File: src/rtl/dp_alu_pkg.sv
package dp_alu_pkg;

    typedef enum logic [3:0] {
        OP_AND = 4'b0000,
        OP_EOR = 4'b0001,
        OP_SUB = 4'b0010,
        OP_RSB = 4'b0011,
        OP_ADD = 4'b0100,
        OP_ADC = 4'b0101,
        OP_SBC = 4'b0110,
        OP_RSC = 4'b0111,
        OP_TST = 4'b1000,
        OP_TEQ = 4'b1001,
        OP_CMP = 4'b1010,
        OP_CMN = 4'b1011,
        OP_ORR = 4'b1100,
        OP_MOV = 4'b1101,
        OP_BIC = 4'b1110,
        OP_MVN = 4'b1111
    } alu_op_e;

    typedef enum logic {
        FCLS_LOGIC = 1'b0,
        FCLS_ARITH = 1'b1
    } flag_cls_e;

    localparam int FLAG_N = 3;
    localparam int FLAG_Z = 2;
    localparam int FLAG_C = 1;
    localparam int FLAG_V = 0;

    function automatic flag_cls_e op_class(alu_op_e op);
        unique case (op)
            OP_SUB, OP_RSB, OP_ADD, OP_ADC,
            OP_SBC, OP_RSC, OP_CMP, OP_CMN: return FCLS_ARITH;
            default:                        return FCLS_LOGIC;
        endcase
    endfunction

    function automatic logic op_is_compare(alu_op_e op);
        return (op == OP_TST) || (op == OP_TEQ) || (op == OP_CMP) || (op == OP_CMN);
    endfunction

endpackage

File: src/rtl/dp_alu_addsub.sv
module dp_alu_addsub
    import dp_alu_pkg::*;
#(
    parameter int W = 32
) (
    input  alu_op_e        op,
    input  logic [W-1:0]   a,
    input  logic [W-1:0]   b,
    input  logic           cin,
    output logic [W-1:0]   sum,
    output logic           cout,
    output logic           ovf
);
    localparam int MSB = W - 1;

    logic [W-1:0] x, y;
    logic         c0;
    logic [W:0]   wide;

    // Subtraction is rewritten as x + ~y + c0, so C reads as NOT-borrow.
    always_comb begin
        unique case (op)
            OP_ADD, OP_CMN: begin x = a; y = b;  c0 = 1'b0; end
            OP_ADC:         begin x = a; y = b;  c0 = cin;  end
            OP_SUB, OP_CMP: begin x = a; y = ~b; c0 = 1'b1; end
            OP_SBC:         begin x = a; y = ~b; c0 = cin;  end
            OP_RSB:         begin x = b; y = ~a; c0 = 1'b1; end
            OP_RSC:         begin x = b; y = ~a; c0 = cin;  end
            default:        begin x = a; y = b;  c0 = 1'b0; end
        endcase
    end

    assign wide = {1'b0, x} + {1'b0, y} + {{W{1'b0}}, c0};
    assign sum  = wide[MSB:0];
    assign cout = wide[W];
    assign ovf  = (x[MSB] == y[MSB]) && (wide[MSB] != x[MSB]);

endmodule

File: src/rtl/dp_alu_logic.sv
module dp_alu_logic
    import dp_alu_pkg::*;
#(
    parameter int W = 32
) (
    input  alu_op_e        op,
    input  logic [W-1:0]   a,
    input  logic [W-1:0]   b,
    output logic [W-1:0]   res
);
    always_comb begin
        unique case (op)
            OP_AND, OP_TST: res = a & b;
            OP_EOR, OP_TEQ: res = a ^ b;
            OP_ORR:         res = a | b;
            OP_BIC:         res = a & ~b;
            OP_MOV:         res = b;
            OP_MVN:         res = ~b;
            default:        res = '0;
        endcase
    end

endmodule

File: src/rtl/dp_alu_flags.sv
module dp_alu_flags
    import dp_alu_pkg::*;
#(
    parameter int W = 32
) (
    input  logic           clk,
    input  logic           rst_n,
    input  logic           update,
    input  flag_cls_e      cls,
    input  logic [W-1:0]   res,
    input  logic           arith_c,
    input  logic           arith_v,
    input  logic           shift_applied,
    input  logic           shift_carry,
    output logic [3:0]     nzcv_next,
    output logic [3:0]     nzcv_q
);
    localparam int MSB = W - 1;

    always_comb begin
        nzcv_next = nzcv_q;
        if (update) begin
            nzcv_next[FLAG_N] = res[MSB];
            nzcv_next[FLAG_Z] = (res == '0);
            if (cls == FCLS_ARITH) begin
                nzcv_next[FLAG_C] = arith_c;
                nzcv_next[FLAG_V] = arith_v;
            end else if (shift_applied) begin
                nzcv_next[FLAG_C] = shift_carry;
            end
        end
    end

    always_ff @(posedge clk or negedge rst_n) begin
        if (!rst_n) nzcv_q <= 4'b0000;
        else        nzcv_q <= nzcv_next;
    end

    assert_flags_hold_R5: assert property (@(posedge clk) disable iff (!rst_n)
        !update |=> $stable(nzcv_q));

    assert_nz_from_result_R7: assert property (@(posedge clk) disable iff (!rst_n)
        update |=> (nzcv_q[FLAG_N] == $past(res[MSB])) && (nzcv_q[FLAG_Z] == ($past(res) == '0)));

    assert_logic_keeps_v_R8: assert property (@(posedge clk) disable iff (!rst_n)
        (update && cls == FCLS_LOGIC) |=> $stable(nzcv_q[FLAG_V]));

    assert_logic_shift_c_R8: assert property (@(posedge clk) disable iff (!rst_n)
        (update && cls == FCLS_LOGIC && shift_applied) |=> nzcv_q[FLAG_C] == $past(shift_carry));

    assert_logic_keep_c_R8: assert property (@(posedge clk) disable iff (!rst_n)
        (update && cls == FCLS_LOGIC && !shift_applied) |=> $stable(nzcv_q[FLAG_C]));

endmodule

File: src/rtl/dp_alu_core.sv
module dp_alu_core
    import dp_alu_pkg::*;
#(
    parameter int W = 32
) (
    input  logic           clk,
    input  logic           rst_n,
    input  logic [3:0]     opcode,
    input  logic [W-1:0]   op_a,
    input  logic [W-1:0]   op_b,
    input  logic           set_flags,
    input  logic           shift_applied,
    input  logic           shift_carry,
    output logic [W-1:0]   result,
    output logic           wr_en,
    output logic [3:0]     flags_next,
    output logic [3:0]     flags_q
);
    alu_op_e      op;
    flag_cls_e    cls;
    logic         is_cmp;
    logic [W-1:0] arith_sum, logic_res;
    logic         arith_c, arith_v;

    assign op     = alu_op_e'(opcode);
    assign cls    = op_class(op);
    assign is_cmp = op_is_compare(op);

    dp_alu_addsub #(.W(W)) u_addsub (
        .op   (op),
        .a    (op_a),
        .b    (op_b),
        .cin  (flags_q[FLAG_C]),
        .sum  (arith_sum),
        .cout (arith_c),
        .ovf  (arith_v)
    );

    dp_alu_logic #(.W(W)) u_logic (
        .op  (op),
        .a   (op_a),
        .b   (op_b),
        .res (logic_res)
    );

    assign result = (cls == FCLS_ARITH) ? arith_sum : logic_res;
    assign wr_en  = !is_cmp;

    dp_alu_flags #(.W(W)) u_flags (
        .clk           (clk),
        .rst_n         (rst_n),
        .update        (is_cmp || set_flags),
        .cls           (cls),
        .res           (result),
        .arith_c       (arith_c),
        .arith_v       (arith_v),
        .shift_applied (shift_applied),
        .shift_carry   (shift_carry),
        .nzcv_next     (flags_next),
        .nzcv_q        (flags_q)
    );

    assert_compare_no_write_R4: assert property (@(posedge clk) disable iff (!rst_n)
        (opcode[3:2] == 2'b10) |-> !wr_en);

    assert_compare_loads_flags_R4: assert property (@(posedge clk) disable iff (!rst_n)
        (opcode[3:2] == 2'b10) |=> flags_q == $past(flags_next));

    assert_plain_op_holds_R5: assert property (@(posedge clk) disable iff (!rst_n)
        (opcode[3:2] != 2'b10 && !set_flags) |=> flags_q == $past(flags_q));

    assert_plain_op_writes_R5: assert property (@(posedge clk) disable iff (!rst_n)
        (opcode[3:2] != 2'b10) |-> wr_en);

endmodule

File: config.mk
export PLATFORM = sky130hd
export DESIGN_NAME = dp_alu_core
export DESIGN_NICKNAME = d
export VERILOG_FILES = /design/src/rtl/dp_alu_pkg.sv /design/src/rtl/dp_alu_addsub.sv /design/src/rtl/dp_alu_logic.sv /design/src/rtl/dp_alu_flags.sv /design/src/rtl/dp_alu_core.sv
export SDC_FILE = /design/constraint.sdc
export NUM_CORES = 1
export LEC_CHECK = 0
export BUFFER_PORTS_ARGS = -buffer_cell sky130_fd_sc_hd__buf_2
export CORE_ASPECT_RATIO = 0.8
export CORE_MARGIN = 8
export CORE_UTILIZATION = 44
export CTS_BUF_LIST = sky130_fd_sc_hd__clkbuf_8
export CTS_CLUSTER_SIZE = 10
export DETAILED_ROUTE_END_ITERATION = 10
export GPL_ROUTABILITY_DRIVEN = 0
export PLACE_DENSITY = 0.66
export SLEW_MARGIN = 20
export SYNTH_ARGS = -nofsm -noshare
export SYNTH_HDL_FRONTEND = slang
export SYNTH_HIERARCHICAL = 1
export SYNTH_SLANG_ARGS = --single-unit
File: constraint.sdc
create_clock -name clk -period 10.7 [get_ports clk]
set_input_delay 1.605 -clock clk [delete_from_list [all_inputs] [get_ports clk]]
set_output_delay 1.605 -clock clk [all_outputs]
set_load 0.05 [all_outputs]
==> metrics.cfg, run 1 <==
[clock_tree]
cts_setup_buffers=0
cts_resized=0
cts_sinks=4
cts_buffers=3
cts_root_buf=clkbuf_8
path_clk_slew_ns=0.03
cts_htree_levels=1
cts_hold_buffers=0
clk_latency_ns=0.22
tritoncts=done
cts_buffer_depth=2

[synth]
async_reset_ff_share_pct=100.0
synth_fp_nets=972
syn-instance-count=834
yosysSeqAreaShare_pct=1.695
synth-edff-count=0
yosysTopAreaCell=ha_1
dominantRegCellSynth=dfrtp_1
yosys-top-cells-count=o21ai_0, inv_1, mux2_2, nand2_1, ha_1
synth_area_leaders=ha_1, mux2_2, o21ai_0, nand2b_1, inv_1
synth_cell_type_count=74
syn_avg_cell_area_um2=7.080
syn_area_um2=5904
synth_seq_cells=4
synth_top_area_share_pct=13.35
ys_warn_count=6
yosysMostFrequentCell=o21ai_0

[timing]
holdWs_ns=0.5146
tightest_slew_ns=0.8189
fin_skew_ns=0.0001285
setup_viol=0
hold_violations=0
min_period_over_period_pct=83.39
maxSlewHeadroom_pct=45.41
setup-tns-final_ns=0
fmax_ghz=0.1121
rsz0062_at_grt=false
layout_min_cycle_time_ns=8.923
final_max_slew_viol_count=0

[cells_and_area]
area_delta_synth_final_pct=10.57
fin_nets=1040
finalNonFillerCells=1080
regMostFlops=u_flags/nzcv_q
largest_register_ffs=4
n_antenna_cell=0
reg.largest.list=u_flags/nzcv_q (4)
drive_above_1_share_pct=23.44
design_area_um2=6529

[floorplanning]
core_area_um2=13310
die_area_um2=17410
io_pins=114
initial_core_util_pct=44.35
die_width_um=145.5
dieHeight_um=119.6
rows=38

[critical_path]
crit_arrival_ns=7.32
start_kind=input port
crit_fanout=40
path_class=input port to output pin
critPathCaptureType=output pin
slowest_delay_ns=0.60
critical-path-slowest-cell=buf_2
required_ns=9.10
path_cells=buf_2 -> inv_1 -> a211oi_4 -> inv_1 -> nand2_1 -> nand2_1 -> o21ai_0 -> o21ai_0 -> fa_1 -> a211oi_1 -> o21bai_1 -> a31o_2 -> a32oi_1 -> o21ai_1 -> nand4b_1 -> o311ai_1 -> mux2_2 -> nor4_1 -> nand4_1 -> o31ai_2 -> buf_2

[place]
dp_hpwl_um=14610
dp.cells=1077
io_buffers=113
placed_area_um2=6487

[status]
outcome=finished clean

[drt]
drc_errors=0
vias=6516
wire_per_inst_um=17.86
drt_iter0_markers=555
via_per_inst=6.033
ant_nets=0
routed_wl_um=19290
first_pass_iters=5

[hold_path]
hold_path_class=flop to flop

[global_routing]
grt-ovfl-total=0
first_global_vias=5931
track_usage_pct=20.95
grt_pass1_wl_um=31130
grt_antenna_before_repair=0
grt_max_degree=66

[power_and_ir_drop]
max-vdd-ir-drop_uv=79.79
power_density_nw_per_um2=100.2
leakagePower_nw=3.003
total_power_mw=0.6541

[job]
max_cap_viol_count=0

[worst max-delay path, delay by kind of cell]
kind                       cells  cell delay, ns
muxes                          1            0.31
AOI/OAI and AO/OA             10            2.26
and+or+nand+nor                5            1.38
buffers and inverters          4            1.20
adders and majority gates      1            0.53
[logic make-up (layout without fill, tap and decap cells)]
kind of cell,count (synthesis),count (layout),share of synthesized area [%]
simple gates,255,255,25.00
compound gates,264,264,29.71
mux,83,83,15.43
fa+ha+maj,65,65,14.03
buf+inv,136,202,10.13
xor+xnor,27,27,4.005
flops,4,4,1.695
[placed cells by master (no fill, tap or decap), types with 3 or more instances in the layout]
cell type / n
a21oi_1: 39
o221ai_1: 16
o21ai_1: 6
nor2b_1: 6
o2111ai_1: 16
o21ai_0: 91
inv_1: 75
a32oi_1: 18
a211oi_1: 3
and3_1: 7
dfrtp_1: 4
mux2_2: 64
nor3_1: 4
nand4b_1: 16
nand4_1: 9
buf_4: 11
mux2i_1: 19
nand2_1: 64
xor2_1: 11
xnor2_1: 16
ha_1: 63
o21bai_1: 4
nand2b_1: 55
nand3b_1: 3
or3b_2: 5
and2_1: 16
a31oi_1: 6
buf_2: 113
a21o_1: 21
a211o_1: 15
or3b_1: 10
clkbuf_8: 3
nor4_1: 7
nand3_1: 7
nor2_1: 27
[per-layer routing]
layer	routed length, um	global-route usage (%)
met1	9579	31.14
met2	8198	32.46
met3	1251	1.655
met4	262	3.699
met5	0	0
[per-stage QoR]
stage / setup slack [ns] / util [%]
final: 1.777 / 49.04
after CTS: 1.919 / 49.04
after global placement: 1.932 / 48.73
after detailed placement: 1.939 / 48.73
after floorplan: 2.798 / -
after global routing: 1.388 / 49.04
[worst paths after layout]
path / start / end / slack, ns / cells after the start
max in group asynchronous: rst_n / u_flags/nzcv_q[2] / 9.38 / 1
worst min register to register: u_flags/nzcv_q[2] / u_flags/nzcv_q[2] / 0.51 / 2
worst min-delay path: u_flags/nzcv_q[2] / u_flags/nzcv_q[2] / 0.51 / 2
worst max register to register: u_flags/nzcv_q[1] / u_flags/nzcv_q[2] / 5.88 / 18
worst max-delay path: opcode[1] / flags_next[2] / 1.78 / 21
min in group asynchronous: rst_n / u_flags/nzcv_q[1] / 1.19 / 1
[power by group]
group	internal, mW	leakage (nW)	total [mW]	switching [mW]
clock	0.0241	0.0216	0.0326	0.00852
combinational	0.200	2.93	0.601	0.400
sequential	0.0188	0.0511	0.0210	0.00220
total	0.243	3.00	0.654	0.411
[layout make-up]
cell class,instances,area (um^2)
timing repair buffer,124,648.1
fill,1358,6784
inverter,75,281.5
multi-input combinational,694,5233
tap,180,225.2
clock buffer,3,41.29
sequential,4,100.1
Power figures use the tool's default switching activity.
==> run 2: changes to the inputs <==
==> constraint.sdc (replaced) <==
create_clock -name clk -period 9.4 [get_ports clk]
set_input_delay 1.41 -clock clk [delete_from_list [all_inputs] [get_ports clk]]
set_output_delay 1.41 -clock clk [all_outputs]
set_load 0.05 [all_outputs]
==> metrics.cfg, run 2 (synthesis gave the netlist of run 1 again) <==
[status]
outcome=finished clean

[cells_and_area]
largest_register_ffs=4
finalNonFillerCells=1080
fin_nets=1040
design_area_um2=6529
reg.largest.list=u_flags/nzcv_q (4)
post-route-util_pct=49.04
layout_commonest_cell=buf_2
area_delta_synth_final_pct=10.57
regMostFlops=u_flags/nzcv_q
n_antenna_cell=0
layout_common_cells=buf_2, o21ai_0, inv_1, nand2_1, mux2_2
drive_above_1_share_pct=23.44

[global_routing]
grt-ovfl-total=0
grtUsageMet2_pct=32.98
gr-usage-met3_pct=3.198
grt_busiest_layer=met2
grt_pass1_wl_um=31620
grt_max_degree=65
first_global_vias=5820
grt_antenna_before_repair=1
grt_util_met1_pct=31.02
track_usage_pct=21.39

[power_and_ir_drop]
leakagePower_nw=3.002
total_power_mw=0.7481
max-vdd-ir-drop_uv=86.94
power_density_nw_per_um2=114.6

[critical_path]
required_ns=7.99
start_kind=input port
critPathCaptureType=output pin
crit_start=opcode[2]
crit_fanout=43
path_class=input port to output pin
rr_endpoint=u_flags/nzcv_q[2]
r2r_cells=17
crit_arrival_ns=7.24
reg2reg_from=u_flags/nzcv_q[1]
reg2reg_slack_ns=4.86

[clock_tree]
cts_htree_levels=1
cts_buffers=3
cts_resized=0
cts_buffer_depth=2
tritoncts=done
cts_setup_buffers=0
cts_hold_buffers=0
clk_latency_ns=0.22
cts_root_buf=clkbuf_8
path_clk_slew_ns=0.03
cts_sinks=4

[drt]
drc_errors=0
wire_per_inst_um=18.37
first_pass_iters=5
ant_nets=0
via_per_inst=6.072
routed_wl_um=19840
vias=6558
drt_iter0_markers=611

[place]
io_buffers=113
placed_area_um2=6487
dp_hpwl_um=15290
dp.cells=1077
pre_cts_ws_ns=0.9039

[timing]
rsz0062_at_grt=false
fin_skew_ns=0.0008922
min_period_over_period_pct=91.99
tightest_slew_ns=0.8283
hold_violations=0
layout_min_cycle_time_ns=8.648
maxSlewHeadroom_pct=44.78
setup_viol=0
setup_ws_ns=0.7525
fmax_ghz=0.1156
holdWs_ns=0.5131
setup-tns-final_ns=0
final_max_slew_viol_count=0

[floorplanning]
rows=38
initial_core_util_pct=44.35
io_pins=114
dieHeight_um=119.6
die_area_um2=17410
core_area_um2=13310
die_width_um=145.5

[job]
max_cap_viol_count=0

[hold_path]
hold_path_class=flop to flop
min_to=u_flags/nzcv_q[0]
worstHoldPathCells=1
worstHoldStart=u_flags/nzcv_q[0]

## run 2: cell counts in the layout (fill, tap and decap cells not counted)
Identical to the previous run, type by type.
## run 2: power by group
part / internal (mW) / switching (mW) / leakage [nW]
combinational: 0.228 / 0.459 / 2.93
clock: 0.0273 / 0.00925 / 0.0216
sequential: 0.0214 / 0.00254 / 0.0511
## run 2: area by class of cell
class / count / area (um^2)
multi-input combinational: 694 / 5233
tap: 180 / 225.2
sequential: 4 / 100.1
timing repair buffer: 124 / 648.1
clock buffer: 3 / 41.29
fill: 1388 / 6784
inverter: 75 / 281.5
## run 2: critical path, cell delays in order
cell and delay, ns:
buf_2 0.35, a211oi_4 0.29, buf_4 0.36, inv_1 0.12, nand2_1 0.13, buf_4 0.37
nand2_1 0.08, o21ai_0 0.07, o21ai_0 0.10, ha_1 0.42, a21oi_1 0.34, o21bai_1 0.09
a2111oi_0 0.45, a21oi_1 0.23, a31oi_1 0.33, o311ai_0 0.27, mux2_2 0.37, nor4_1 0.52
nand4_1 0.26, o31ai_2 0.30, buf_2 0.31
## run 2: metal layers
layer	share of wire, %	routed length [um]	up-vias
met5	0.040	8	-
met4	1.9	369	2
met3	8.4	1671	23
met2	43	8500	290
met1	47	9285	3030
li1	-	-	3213
## run 2: worst max path at each step
| stage | depth (start not counted) | end |
|---|---|---|
| floorplan | 18 | flags_next[2] |
| global placement | 21 | flags_next[2] |
| detailed placement | 21 | flags_next[2] |
| CTS | 21 | flags_next[2] |
| global route | 21 | flags_next[2] |
| finish | 21 | flags_next[2] |
